--- src/rtl/gltx_pkg.sv ---
package gltx_pkg;

   typedef enum logic [1:0] {
      ST_IDLE = 2'd0,
      ST_GAP  = 2'd1,
      ST_MARK = 2'd2,
      ST_TAIL = 2'd3
   } gltx_state_t;

endpackage

--- src/rtl/gltx_tick.sv ---
module gltx_tick #(
   parameter int TICK_DIV = 32
) (
   input  logic clk,
   input  logic rst_n,
   input  logic clr,
   output logic tick
);

   localparam int PW = (TICK_DIV > 2) ? $clog2(TICK_DIV) : 1;

   generate
      if (TICK_DIV < 2) begin : g_bad_div
         $error("gltx_tick: TICK_DIV must be at least 2");
      end
   endgenerate

   logic [PW-1:0] pre_q;

   assign tick = (pre_q == PW'(TICK_DIV - 1));

   always_ff @(posedge clk or negedge rst_n) begin
      if (!rst_n)       pre_q <= '0;
      else if (clr)     pre_q <= '0;
      else if (tick)    pre_q <= '0;
      else              pre_q <= pre_q + 1'b1;
   end

   AST_TICK_SPACED: assert property (@(posedge clk) disable iff (!rst_n)
      tick |=> !tick);

endmodule

--- src/rtl/gltx_resp.sv ---
module gltx_resp #(
   parameter int RESP_W   = 16,
   parameter bit SATURATE = 1'b1
) (
   input  logic              clk,
   input  logic              rst_n,
   input  logic              clr,
   input  logic              tick,
   output logic [RESP_W-1:0] count
);

   generate
      if (RESP_W < 2) begin : g_bad_w
         $error("gltx_resp: RESP_W must be at least 2");
      end
   endgenerate

   logic [RESP_W-1:0] cnt_q;
   logic              step;

   generate
      if (SATURATE) begin : g_sat
         assign step = tick && (cnt_q != {RESP_W{1'b1}});
      end else begin : g_wrap
         assign step = tick;
      end
   endgenerate

   always_ff @(posedge clk or negedge rst_n) begin
      if (!rst_n)     cnt_q <= '0;
      else if (clr)   cnt_q <= '0;
      else if (step)  cnt_q <= cnt_q + 1'b1;
   end

   assign count = cnt_q;

   AST_RESP_STEP: assert property (@(posedge clk) disable iff (!rst_n)
      (!clr && !tick) |=> $stable(cnt_q));

endmodule

--- src/rtl/gltx_seq.sv ---
module gltx_seq
   import gltx_pkg::*;
#(
   parameter int MAX_BITS   = 16,
   parameter int CNT_W      = 5,
   parameter int PAUSE_TICKS = 30,
   parameter int ONE_TICKS  = 150,
   parameter int ZERO_TICKS = 90
) (
   input  logic                clk,
   input  logic                rst_n,
   input  logic                tick,
   input  logic                start,
   input  logic [MAX_BITS-1:0] data,
   input  logic [CNT_W-1:0]    count,
   output logic                carrier_en,
   output logic                busy,
   output logic                done,
   output logic                frame_start,
   output logic                frame_end
);

   localparam int BW = $clog2(MAX_BITS + 1);
   localparam int TW = $clog2(ONE_TICKS + 1);

   generate
      if (CNT_W < BW) begin : g_bad_cnt
         $error("gltx_seq: CNT_W too narrow for MAX_BITS");
      end
      if (PAUSE_TICKS < 1 || ZERO_TICKS <= PAUSE_TICKS || ONE_TICKS <= ZERO_TICKS) begin : g_bad_time
         $error("gltx_seq: need 1 <= PAUSE_TICKS < ZERO_TICKS < ONE_TICKS");
      end
   endgenerate

   gltx_state_t         state_q;
   logic [TW-1:0]       tcnt_q;
   logic [MAX_BITS-1:0] shreg_q;
   logic [BW-1:0]       left_q;
   logic                done_q;

   logic                accept;
   logic [BW-1:0]       nbits;
   logic                gap_last;
   logic                sym_last;

   assign accept   = start && (state_q == ST_IDLE);
   assign nbits    = (count > CNT_W'(MAX_BITS)) ? BW'(MAX_BITS) : count[BW-1:0];
   assign gap_last = tick && (tcnt_q == TW'(PAUSE_TICKS - 1));
   assign sym_last = tick && (tcnt_q == (shreg_q[0] ? TW'(ONE_TICKS - 1) : TW'(ZERO_TICKS - 1)));

   assign frame_start = accept;
   assign frame_end   = (state_q == ST_TAIL) && gap_last;

   always_ff @(posedge clk or negedge rst_n) begin
      if (!rst_n) begin
         state_q <= ST_IDLE;
         tcnt_q  <= '0;
         shreg_q <= '0;
         left_q  <= '0;
         done_q  <= 1'b0;
      end else begin
         done_q <= frame_end;
         unique case (state_q)
            ST_IDLE: begin
               if (accept) begin
                  shreg_q <= data;
                  left_q  <= nbits;
                  tcnt_q  <= '0;
                  state_q <= (nbits == '0) ? ST_TAIL : ST_GAP;
               end
            end
            ST_GAP: begin
               if (tick) begin
                  tcnt_q <= tcnt_q + 1'b1;
                  if (gap_last) state_q <= ST_MARK;
               end
            end
            ST_MARK: begin
               if (sym_last) begin
                  tcnt_q  <= '0;
                  shreg_q <= shreg_q >> 1;
                  left_q  <= left_q - 1'b1;
                  state_q <= (left_q == BW'(1)) ? ST_TAIL : ST_GAP;
               end else if (tick) begin
                  tcnt_q <= tcnt_q + 1'b1;
               end
            end
            ST_TAIL: begin
               if (gap_last) begin
                  tcnt_q  <= '0;
                  state_q <= ST_IDLE;
               end else if (tick) begin
                  tcnt_q <= tcnt_q + 1'b1;
               end
            end
            default: state_q <= ST_IDLE;
         endcase
      end
   end

   assign carrier_en = !((state_q == ST_GAP) || (state_q == ST_TAIL));
   assign busy       = (state_q != ST_IDLE);
   assign done       = done_q;

   AST_LEFT_RANGE: assert property (@(posedge clk) disable iff (!rst_n)
      left_q <= BW'(MAX_BITS));

   AST_ZERO_COUNT: assert property (@(posedge clk) disable iff (!rst_n)
      (accept && nbits == '0) |=> (state_q == ST_TAIL));

   AST_BUSY_IGNORE: assert property (@(posedge clk) disable iff (!rst_n)
      (busy && start && !tick) |=> ($stable(shreg_q) && $stable(left_q)));

   AST_DONE_PULSE: assert property (@(posedge clk) disable iff (!rst_n)
      done |=> !done);

   AST_IDLE_CARRIER: assert property (@(posedge clk) disable iff (!rst_n)
      done |-> (carrier_en && !busy));

endmodule

--- src/rtl/gltx_top.sv ---
module gltx_top #(
   parameter int MAX_BITS    = 16,
   parameter int CNT_W       = 5,
   parameter int TICK_DIV    = 32,
   parameter int PAUSE_TICKS = 30,
   parameter int ONE_TICKS   = 150,
   parameter int ZERO_TICKS  = 90,
   parameter int RESP_W      = 16,
   parameter bit RESP_SAT    = 1'b1
) (
   input  logic                clk,
   input  logic                rst_n,
   input  logic                start,
   input  logic [MAX_BITS-1:0] tx_data,
   input  logic [CNT_W-1:0]    tx_count,
   output logic                carrier_en,
   output logic                busy,
   output logic                done,
   output logic [RESP_W-1:0]   resp_ticks
);

   logic tick;
   logic frame_start;
   logic frame_end;

   gltx_tick #(.TICK_DIV(TICK_DIV)) u_tick (
      .clk   (clk),
      .rst_n (rst_n),
      .clr   (frame_start | frame_end),
      .tick  (tick)
   );

   gltx_seq #(
      .MAX_BITS    (MAX_BITS),
      .CNT_W       (CNT_W),
      .PAUSE_TICKS (PAUSE_TICKS),
      .ONE_TICKS   (ONE_TICKS),
      .ZERO_TICKS  (ZERO_TICKS)
   ) u_seq (
      .clk         (clk),
      .rst_n       (rst_n),
      .tick        (tick),
      .start       (start),
      .data        (tx_data),
      .count       (tx_count),
      .carrier_en  (carrier_en),
      .busy        (busy),
      .done        (done),
      .frame_start (frame_start),
      .frame_end   (frame_end)
   );

   gltx_resp #(.RESP_W(RESP_W), .SATURATE(RESP_SAT)) u_resp (
      .clk   (clk),
      .rst_n (rst_n),
      .clr   (frame_end),
      .tick  (tick),
      .count (resp_ticks)
   );

   AST_RESP_AT_DONE: assert property (@(posedge clk) disable iff (!rst_n)
      done |-> (resp_ticks == '0));

endmodule

--- config.mk ---
export PLATFORM = sky130hd
export DESIGN_NAME = gltx_top
export DESIGN_NICKNAME = d
export VERILOG_FILES = /design/src/rtl/gltx_pkg.sv /design/src/rtl/gltx_tick.sv /design/src/rtl/gltx_resp.sv /design/src/rtl/gltx_seq.sv /design/src/rtl/gltx_top.sv
export SDC_FILE = /design/constraint.sdc
export NUM_CORES = 1
export LEC_CHECK = 0
export ABC_CLOCK_PERIOD_IN_PS = 3950
export BUFFER_PORTS_ARGS = -buffer_cell sky130_fd_sc_hd__buf_2
export CAP_MARGIN = 10
export CORE_MARGIN = 3
export CORE_UTILIZATION = 61
export DETAILED_ROUTE_END_ITERATION = 8
export PLACE_DENSITY = 0.83
export SETUP_SLACK_MARGIN = 0.05
export SYNTH_ARGS = -nofsm -noshare
export SYNTH_HDL_FRONTEND = slang
export SYNTH_HIERARCHICAL = 1
export SYNTH_SLANG_ARGS = --single-unit
--- constraint.sdc ---
create_clock -name clk -period 3.95 [get_ports clk]
set_input_delay 0.5925 -clock clk [delete_from_list [all_inputs] [get_ports clk]]
set_output_delay 0.5925 -clock clk [all_outputs]
set_load 0.01 [all_outputs]
==> results of run 1 <==
kinds of logic after synthesis:
group,synth area share
adders and majority gates,0.0296
muxes,0.0773
DFF,0.448
and+or+nand+nor,0.228
buffers and inverters,0.0494
AOI/OAI and AO/OA,0.165
xor gates and xnor gates,0.00296
routing by layer:
metal | share of wire | track usage | vias up
met3 | 0.047 | 0.0435 | 8
met1 | 0.45 | 0.306 | 1222
met4 | 0.0099 | 0.0505 | 0
li1 | - | - | 1220
met5 | 0 | 0 | -
met2 | 0.49 | 0.393 | 68
sequential cells by signal (all words and copies together), names as in the netlist:
register / count
u_resp/count: 16
u_seq/done: 1
u_seq/left_q: 5
u_seq/shreg_q: 16
u_seq/state_q: 2
u_seq/tcnt_q: 8
u_tick/pre_q: 5
through the flow:
step                 util  hold slack (ns)
floorplan               -            0.297
global placement    0.702            0.443
detailed placement  0.702            0.457
CTS                 0.727            0.263
global route        0.727            0.282
finish              0.727            0.250
worst min-delay path by stage:
stage	slack, ns	to	cells after the start
2_1_floorplan	0.30	u_resp/count[0]	0
3_3_place_gp	0.44	u_tick/pre_q[0]	1
3_5_place_dp	0.46	u_tick/pre_q[0]	1
4_1_cts	0.26	u_seq/tcnt_q[1]	1
5_1_grt	0.28	u_seq/left_q[3]	1
6_report	0.25	u_resp/count[10]	1
power groups by stage:
stage / Combinational, W / Sequential (W) / Clock (W)
after global routing: 0.000284 / 0.000732 / 0.000400
after CTS: 0.000248 / 0.000714 / 0.000380
after detailed placement: 0.000245 / 0.000725 / 0
final: 0.000245 / 0.000716 / 0.000371
after global placement: 0.000231 / 0.000720 / 0
after floorplan: 0.000171 / 0.000709 / 0
Yosys cell counts, types with 6 or more instances:
cell | number | area, um^2
o31ai_1 | 8 | 60.1
nor2_1 | 32 | 120
a21oi_1 | 33 | 165
nand4_1 | 8 | 50.1
mux2i_1 | 15 | 150
nand2_1 | 20 | 75.1
ha_1 | 7 | 87.6
nor3_1 | 6 | 30.0
clkbuf_1 | 8 | 30.0
o21ai_0 | 11 | 55.1
dfrtp_1 | 53 | 1330
a31oi_1 | 7 | 43.8
nor2b_1 | 8 | 50.1
nand3_1 | 10 | 50.1
inv_1 | 12 | 45.0
area by class of cell:
type                            instances  area [um^2]  share of cell area
Clock inverter                          3         46.3              0.0140
Sequential cell                        53         1330               0.402
Inverter                               12         45.0              0.0137
Timing Repair Buffer                   46          240              0.0729
Multi-Input combinational cell        228         1490               0.452
Clock buffer                            5         68.8              0.0209
Tap cell                               65         81.3              0.0247
worst max-delay path: stages (launching register included):
cell and delay [ns]:
dfrtp_1 0.38, ha_1 0.20, and3_1 0.16, ha_1 0.44, and4b_2 0.31, nand4_1 0.17, nor2_1 0.13, buf_4 0.26
or2_1 0.24, nor3b_1 0.08, mux2_1 0.31
==> out/results.ini, run 1 <==
[yosys]
synthArstFlopShare=1.00
ys_seq_area_frac=0.448
avgSynthCellArea_um2=9.62
ys_seq_elements=53
synth_edf_count=0
ys.flop_type=dfrtp_1
syn_nets=339
ys_warn_count=6
synth.cell_area_um2=2960
synth_cell_type_count=52
syn_inst=308

[clock_tree]
clk_path_buf_depth=2
clk_pin_slew_worst_paths_ns=0.10
cts.sinks=53
cts_tree=built
cts-resized-gates=0
insertion_delay_ns=0.31
hold_buffers=0
cts-root-buf=clkbuf_8
cts_htree_levels=2
numCtsBuffers=5
post_cts_buffers=0

[setup_path]
critical_path_peak_fanout=22
worstReg2RegStart=u_tick/pre_q[0]
ff2ff_setup_slack_ns=1.17
rr_endpoint=u_tick/pre_q[3]
crit_start=u_tick/pre_q[0]
crit_type=reg -> reg
worstPathRequired_ns=4.15
critical_path_arrival_ns=2.99
endpoint_kind=flop
rr_worst_depth=10
cp-endpoint=u_tick/pre_q[3]
critPathLaunchType=flop

[finish]
final_common_cell=dfrtp_1
final_cell_mix=dfrtp_1, buf_2, a21oi_1
drive_above_1_share=0.205
antenna_cells=0
nFillCells=335
stdcell_area_um2=3300
layout.cells.non_filler=412
area_delta_synth_final_pct=11.3
fin_nets=377

[route]
wl_um=6150
wire_per_inst_um=14.9
drt_pass1_iterations=4
drtAntennaViolNets=0
viasPerCell=6.11
drc_errors=0
vias=2518
drtIter0Drc=206

[floorplan]
die_area_um2=5730
dieHeight_um=75.7
ios=43
floorplan.initialDensity=0.653
die_w_um=75.7
core_um2=4530
rows=24

[power]
p_sw_w=0.000391
powerDensity_nw_per_um2=404
leakagePower_nw=1.46
p_sw_frac=0.294
finalPower_w=0.00133
pwr-share-comb=0.184
peakVddDrop_mv=0.307
seq_power_share=0.538
p_clk_frac=0.278
p_int_w=0.000940

[timing]
fmax_mhz=360
finalHoldViolCount=0
drv_slew=0
period_minus_slack_ns=2.78
skew_ns=0.0137
slew_headroom=0.424
tightest_slew_ns=0.858
setup_violations=0
setup_ws_ns=1.17
fin_crit_sh=0.704
rsz0062_at_grt=false
tns_ns=0

[placement]
dp_hpwl_um=4380
finalWeightedCongestion=0.781
dpl_cell_area_um2=3180
port-buffer-count=42
dp_slack_ns=1.17
dp.cells=404

[hold_path]
hold_path.class=in -> async

[global_routing]
antenna_found_initial=0
grt_usage=0.230
grt_max_degree=36
grt_pass1_wl_um=10200
overflow=0
grt_pass1_vias=2280

[flow_run]
cap_violations=0

[outcome]
status=completed

(Power assumes the default switching activity.)
==> run 2: changes to the inputs <==
Settings changed: ABC_AREA set to 1, ABC_CLOCK_PERIOD_IN_PS 3950 to 2800, CORE_UTILIZATION 61 to 58, PLACE_DENSITY 0.83 to 0.79.
Clock period 3.95 ns to 2.8 ns, I/O delays scaled along.
==> run 2 against run 1 <==
  * Flip-flop and latch count unchanged
  * Count of clock-buffer cells in the layout grew 1
  * Clock power rose by 40%
  * Global-route usage is 0.24 points higher
  * Clock skew is 0.0038 ns lower
  * Via count rose by 19%
  * Setup slack worse by 0.71 ns
  * First-iteration DRC count decreased by 17%
  * Synthesized cell count is 48% higher
  * Non-clock buffer count down 1
  * Critical path type unchanged
  * Largest cell class unchanged
==> out/results.ini, run 2 <==
[outcome]
status=completed

[timing]
drv_slew=0  ; unchanged
finalHoldViolCount=0  ; unchanged
tightest_slew_ns=0.668  ; -0.190 ns
tns_ns=0  ; unchanged
setup_violations=0  ; unchanged
skew_ns=0.00988  ; -0.00380 ns
rsz0062_at_grt=false
slew_headroom=0.554  ; +0.131
setup_ws_ns=0.461  ; -0.708 ns
period_minus_slack_ns=2.34  ; -0.442 ns
fin_crit_sh=0.835  ; +0.131
fmax_mhz=428  ; +19%

[clock_tree]
cts-resized-gates=0  ; unchanged
insertion_delay_ns=0.30  ; about the same
cts.sinks=53  ; unchanged
cts_tree=built
post_cts_buffers=0  ; unchanged
cts-root-buf=clkbuf_8
clk_path_buf_depth=2  ; unchanged
cts_htree_levels=2  ; unchanged
numCtsBuffers=5  ; unchanged
clk_pin_slew_worst_paths_ns=0.10  ; about the same
hold_buffers=0  ; unchanged

[floorplan]
die_area_um2=6740  ; +18%
die_w_um=82.1  ; +8.5%
core_um2=5540  ; +22%
ios=43  ; unchanged
rows=27  ; +13%
floorplan.initialDensity=0.606  ; -0.0472
dieHeight_um=82.1  ; +8.5%

[yosys]
synth_common_cells=nand2_1, dfrtp_1, inv_1, nand3_1, nor2_1
avgSynthCellArea_um2=7.38  ; -23%
synth.cell_area_um2=3360  ; +13%
yosysMostFrequentCell=nand2_1
ys_seq_elements=53  ; unchanged
ys_warn_count=6  ; unchanged
synth_top_area_cell=dfrtp_1
syn_inst=455  ; +48%
synth.area.top_cells=dfrtp_1, nand2_1, nand3_1
syn_nets=486  ; +43%
yosys.area.top_type_share=0.395  ; -0.0527
ys.flop_type=dfrtp_1
synth_cell_type_count=34  ; -35%
ys_seq_area_frac=0.395  ; -0.0527
synth_edf_count=0  ; unchanged
synthArstFlopShare=1.00  ; unchanged

[route]
wl_um=7050  ; +15%
viasPerCell=5.30  ; -13%
wire_per_inst_um=12.4  ; -17%
drc_errors=0  ; unchanged
drtAntennaViolNets=0  ; unchanged
vias=3007  ; +19%
drtIter0Drc=172  ; -17%
drt_pass1_iterations=5  ; +1

[finish]
layout.cells.non_filler=567  ; +38%
final_common_cell=nand2_1
fin_nets=525  ; +39%
drive_above_1_share=0.196  ; -0.00865
antenna_cells=0  ; unchanged
area_delta_synth_final_pct=9.36
final_core_util=0.663  ; -0.0645
final_cell_mix=nand2_1, dfrtp_1, inv_1

[setup_path]
crit_type=reg -> reg
critical_path_peak_fanout=14  ; -36%
critPathLaunchType=flop
critical_path_arrival_ns=2.54  ; -0.45 ns
endpoint_kind=flop
worstPathRequired_ns=3.00  ; -1.15 ns
ff2ff_setup_slack_ns=0.46  ; -0.71 ns

[global_routing]
grt_max_degree=54  ; +50%
grt_pass1_vias=2749  ; +21%
grt_usage=0.232  ; +0.00239
antenna_found_initial=0  ; unchanged
overflow=0  ; unchanged
grt_pass1_wl_um=12300  ; +20%

[hold_path]
hold_path.class=in -> async

[placement]
finalWeightedCongestion=0.894  ; +14%
dp_slack_ns=0.515  ; -0.658 ns
dp_hpwl_um=4940  ; +13%
port-buffer-count=42  ; unchanged
dp.cells=559  ; +38%

[flow_run]
cap_violations=0  ; unchanged

[power]
powerDensity_nw_per_um2=364  ; -9.8%
p_clk_frac=0.389  ; +0.111
pwr-share-comb=0.037  ; -0.147
peakVddDrop_mv=0.223  ; -27%
p_sw_w=0.000282  ; -28%
seq_power_share=0.574  ; +0.036
leakagePower_nw=1.90  ; +30%
p_int_w=0.00105  ; +12%
p_sw_frac=0.211  ; -0.0828

-- run 2: kinds of logic after synthesis --
group,after synthesis,share of synthesized area
adder cells (fa/ha/maj),7,0.0261
flip-flops,53,0.395
XOR/XNOR,8,0.0209
AO/OA/AOI/OAI,54,0.0977
buffers and inverters,69,0.0991
AND/OR/NAND/NOR,264,0.361
-- run 2: power by group through the flow --
stage | Combinational [W] | Sequential [W] | Clock (W)
3_5_place_dp | 0.0000509 | 0.000782 | 0
3_3_place_gp | 0.0000508 | 0.000782 | 0
5_1_grt | 0.0000590 | 0.000767 | 0.000573
4_1_cts | 0.0000516 | 0.000767 | 0.000533
2_1_floorplan | 0.0000162 | 0.000782 | 0
6_report | 0.0000500 | 0.000767 | 0.000520
-- run 2: path summary, 6_finish.rpt --
kind / start / endpoint / cells after the start
hold / removal: rst_n / u_seq/tcnt_q[2] / 2
max in group asynchronous: rst_n / u_seq/tcnt_q[0] / 2
min in group clk: tx_data[15] / u_seq/shreg_q[15] / 3
hold reg to reg: u_tick/pre_q[0] / u_tick/pre_q[0] / 1
setup reg to reg: u_tick/pre_q[0] / u_resp/count[2] / 13
setup / recovery: u_tick/pre_q[0] / u_resp/count[2] / 13
-- run 2: layer usage --
metal	share of wire	track usage	up-vias
met5	0	0	-
met2	0.47	0.364	70
met3	0.050	0.0428	6
met4	0.0079	0.0565	0
li1	-	-	1528
met1	0.48	0.332	1403
-- run 2: worst max-delay path, cell delays in order, from the launching register on --
cell and delay (ns):
dfrtp_1 0.40, ha_1 0.20, nand2_1 0.07, nor2_1 0.10, ha_1 0.18, nand2_1 0.09, nor2_4 0.13, nand2_1 0.09
nor2_1 0.25, inv_1 0.30, nand2_4 0.18, inv_4 0.09, nand2_1 0.08, nand2_1 0.06
-- run 2: cell type report --
type | count | area [um^2]
Inverter | 56 | 213
Clock buffer | 6 | 72.6
Timing Repair Buffer | 45 | 233
Clock inverter | 2 | 38.8
Fill cell | 475 | 1870
Tap cell | 72 | 90.1
Multi-Input combinational cell | 333 | 1700
Sequential cell | 53 | 1330
-- run 2: through the flow --
step | hold WS (ns) | cell area, um^2 | total power, W
final | 0.213 | 3670 | 0.00134
after global routing | 0.278 | 3670 | 0.00140
after CTS | 0.256 | 3670 | 0.00135
after detailed placement | 0.488 | 3560 | 0.000833
after global placement | 0.462 | 3560 | 0.000833
after floorplan | 0.124 | 3360 | 0.000798
==> run 3: changes to the inputs <==
Settings changed: ABC_AREA 1 to 0, ABC_CLOCK_PERIOD_IN_PS 2800 to 2130, CORE_UTILIZATION 58 to 52, PLACE_DENSITY 0.79 to 0.76.
Clock period 2.8 ns to 2.13 ns, I/O delays scaled along.
==> run 3 against run 2 <==
  * Clock skew fell by 0.0044 ns
  * Global-route usage fell by 1.9 points
  * Critical path depth shrank 4
  * Routed wire length shrank 6.3%
  * Sequential share of layout area increased by 0.58 points
  * Sequential power grew 75%
  * Count of clock-buffer cells in the layout is 1 lower
  * Register-to-register slack lost 0.43 ns
  * Maximum frequency grew 11%
  * Worst hold slack worse by 0.21 ns
  * Design area shrank 1.6%
  * Largest power group unchanged
  * Highest routed layer unchanged
==> out/results.ini, run 3 (same netlist as run 1, synthesis figures left out) <==
[outcome]
status=completed

[floorplan]
floorplan.initialDensity=0.559  ; -0.0474
die_area_um2=6640  ; -1.5%
core_um2=5300  ; -4.3%
ios=43  ; unchanged
dieHeight_um=81.5  ; -0.75%
rows=26  ; -3.7%
die_w_um=81.5  ; -0.75%

[global_routing]
grt_max_degree=36  ; -33%
grt_pass1_wl_um=11200  ; -9.2%
overflow=0  ; unchanged
grt_usage=0.214  ; -0.0187
antenna_found_initial=0  ; unchanged
grt_pass1_vias=2441  ; -11%

[clock_tree]
cts-root-buf=clkbuf_8
clk_path_buf_depth=2  ; unchanged
insertion_delay_ns=0.30  ; about the same
cts_htree_levels=2  ; unchanged
clk_pin_slew_worst_paths_ns=0.10  ; about the same
cts.sinks=53  ; unchanged
cts_tree=built
numCtsBuffers=5  ; unchanged

[finish]
fin_nets=395  ; -25%
stdcell_area_um2=3610  ; -1.6%
drive_above_1_share=0.299  ; +0.103
antenna_cells=0  ; unchanged
final_cell_mix=dfrtp_1, buf_2, a21oi_1
final_common_cell=dfrtp_1
nFillCells=434  ; -8.6%
regArea_um2=1330  ; unchanged
multi_input_area_um2=1610  ; -5.5%
area_delta_synth_final_pct=22.0

[timing]
rsz0062_at_grt=true
drv_slew=0  ; unchanged
fin_crit_sh=0.986  ; +0.151
period_minus_slack_ns=2.10  ; -0.239 ns
finalHoldViolCount=0  ; unchanged
slew_headroom=0.613  ; +0.0581
setup_violations=0  ; unchanged
tightest_slew_ns=0.581  ; -0.0872 ns
skew_ns=0.00548  ; -0.00440 ns
fmax_mhz=476  ; +11%

[setup_path]
critical_path_peak_fanout=6  ; -8
cp_cell_sequence=ha_2, and3_4, ha_4, and4b_2, nand4_1, nor2_4, or2_4, nor3_2, mux2_4
cpPeakStageDelay_ns=0.37  ; -0.03 ns
endpoint_kind=flop
rr_worst_depth=9  ; -4
path_depth=9  ; -4
critical_path.slowest_cell=dfrtp_1
critical_path_arrival_ns=2.30  ; -0.24 ns
critPathTopFamily=simple AND/OR/NAND/NOR gates
worstPathRequired_ns=2.33  ; -0.67 ns
crit_type=reg -> reg
critPathLaunchType=flop
critPathBufInv=0  ; -2

[power]
p_sw_w=0.000770  ; +170%
finalPower_w=0.00258  ; +93%
p_int_w=0.00181  ; +72%
leakagePower_nw=1.59  ; -16%
p_sw_frac=0.298  ; +0.0876
peakVddDrop_mv=0.470  ; +110%
powerDensity_nw_per_um2=714  ; +96%
p_clk_frac=0.277  ; -0.112
seq_power_share=0.518  ; -0.056
pwr-share-comb=0.204  ; +0.167

[placement]
dpl_cell_area_um2=3310  ; -7.0%
dp_hpwl_um=4520  ; -8.3%
port-buffer-count=42  ; unchanged
finalWeightedCongestion=0.838  ; -6.3%

[route]
drtIter0Drc=165  ; -4.1%
vias=2565  ; -15%
drt_pass1_iterations=5  ; unchanged
wire_per_inst_um=15.2  ; +22%
viasPerCell=5.90  ; +11%
drc_errors=0  ; unchanged
drtAntennaViolNets=0  ; unchanged
wl_um=6610  ; -6.3%

[flow_run]
cap_violations=0  ; unchanged

[hold_path]
hold_path.class=in -> async

[run 3: cell types whose count changed in the layout (fill, tap and decap cells not counted), moves of 15 or more]
cell	before	now
a21oi_1	6	33
inv_1	47	12
mux2i_1	0	15
nand2_1	140	19
nand3_1	40	9
o21ai_0	31	9
[run 3: worst paths after layout]
check / from / to / slack, ns
max: u_tick/pre_q[0] / u_tick/pre_q[3] / 0.03
min: rst_n / u_seq/state_q[0] / 0.00006
max reg2reg: u_tick/pre_q[0] / u_tick/pre_q[3] / 0.03
min reg2reg: u_seq/shreg_q[1] / u_seq/shreg_q[1] / 0.53
max in group asynchronous: rst_n / u_resp/count[7] / 1.58
min in group clk: tx_data[15] / u_seq/shreg_q[15] / 0.24
[run 3: layer usage]
layer / GRT usage / up-vias / wire [um]
li1: - / 1256 / -
met1: 0.277 / 1244 / 2930
met2: 0.361 / 56 / 3270
met3: 0.0471 / 9 / 321
met4: 0.0574 / 0 / 86
met5: 0 / - / 0
[run 3: cell type report]
cell class	instances	area share
clock buffers	5	0.0190
clock inverters	3	0.0139
inverters	12	0.0125
multi-input cells	229	0.444
flip-flops and latches	53	0.367
well taps	70	0.0242
repair buffers	63	0.119
[run 3: metrics by stage]
| stage | util | setup WS (ns) | hold slack (ns) | TNS, ns | cells |
|---|---|---|---|---|---|
| after global routing | 0.681 | -0.0490 | 0.0230 | -0.248 | 435 |
| after floorplan | - | -0.0450 | 0.0239 | -0.0502 | 308 |
| after CTS | 0.672 | 0.00912 | 0.0166 | 0 | 436 |
| after global placement | 0.624 | 0.0597 | 0.351 | 0 | 417 |
| after detailed placement | 0.624 | -0.0754 | 0.358 | -0.216 | 417 |
| final | 0.681 | 0.0295 | 0.0000608 | 0 | 435 |
[run 3: what timing repair did]
| item | in CTS | in global routing |
|---|---|---|
| pin swaps | 6 | 2 |
| buffers inserted | 9 | 0 |
| hold buffers | 0 | 0 |
| cloned | 2 | 0 |
| setup endpoints to repair | 16 | 28 |
| resized for setup | 6 | 15 |
[run 3: power groups by stage]
stage | combinational [W] | sequential (W) | clock [W]
3_3_place_gp | 0.000456 | 0.00135 | 0
3_5_place_dp | 0.000470 | 0.00136 | 0
6_report | 0.000527 | 0.00134 | 0.000716
2_1_floorplan | 0.000327 | 0.00132 | 0
5_1_grt | 0.000611 | 0.00137 | 0.000777
4_1_cts | 0.000517 | 0.00133 | 0.000738
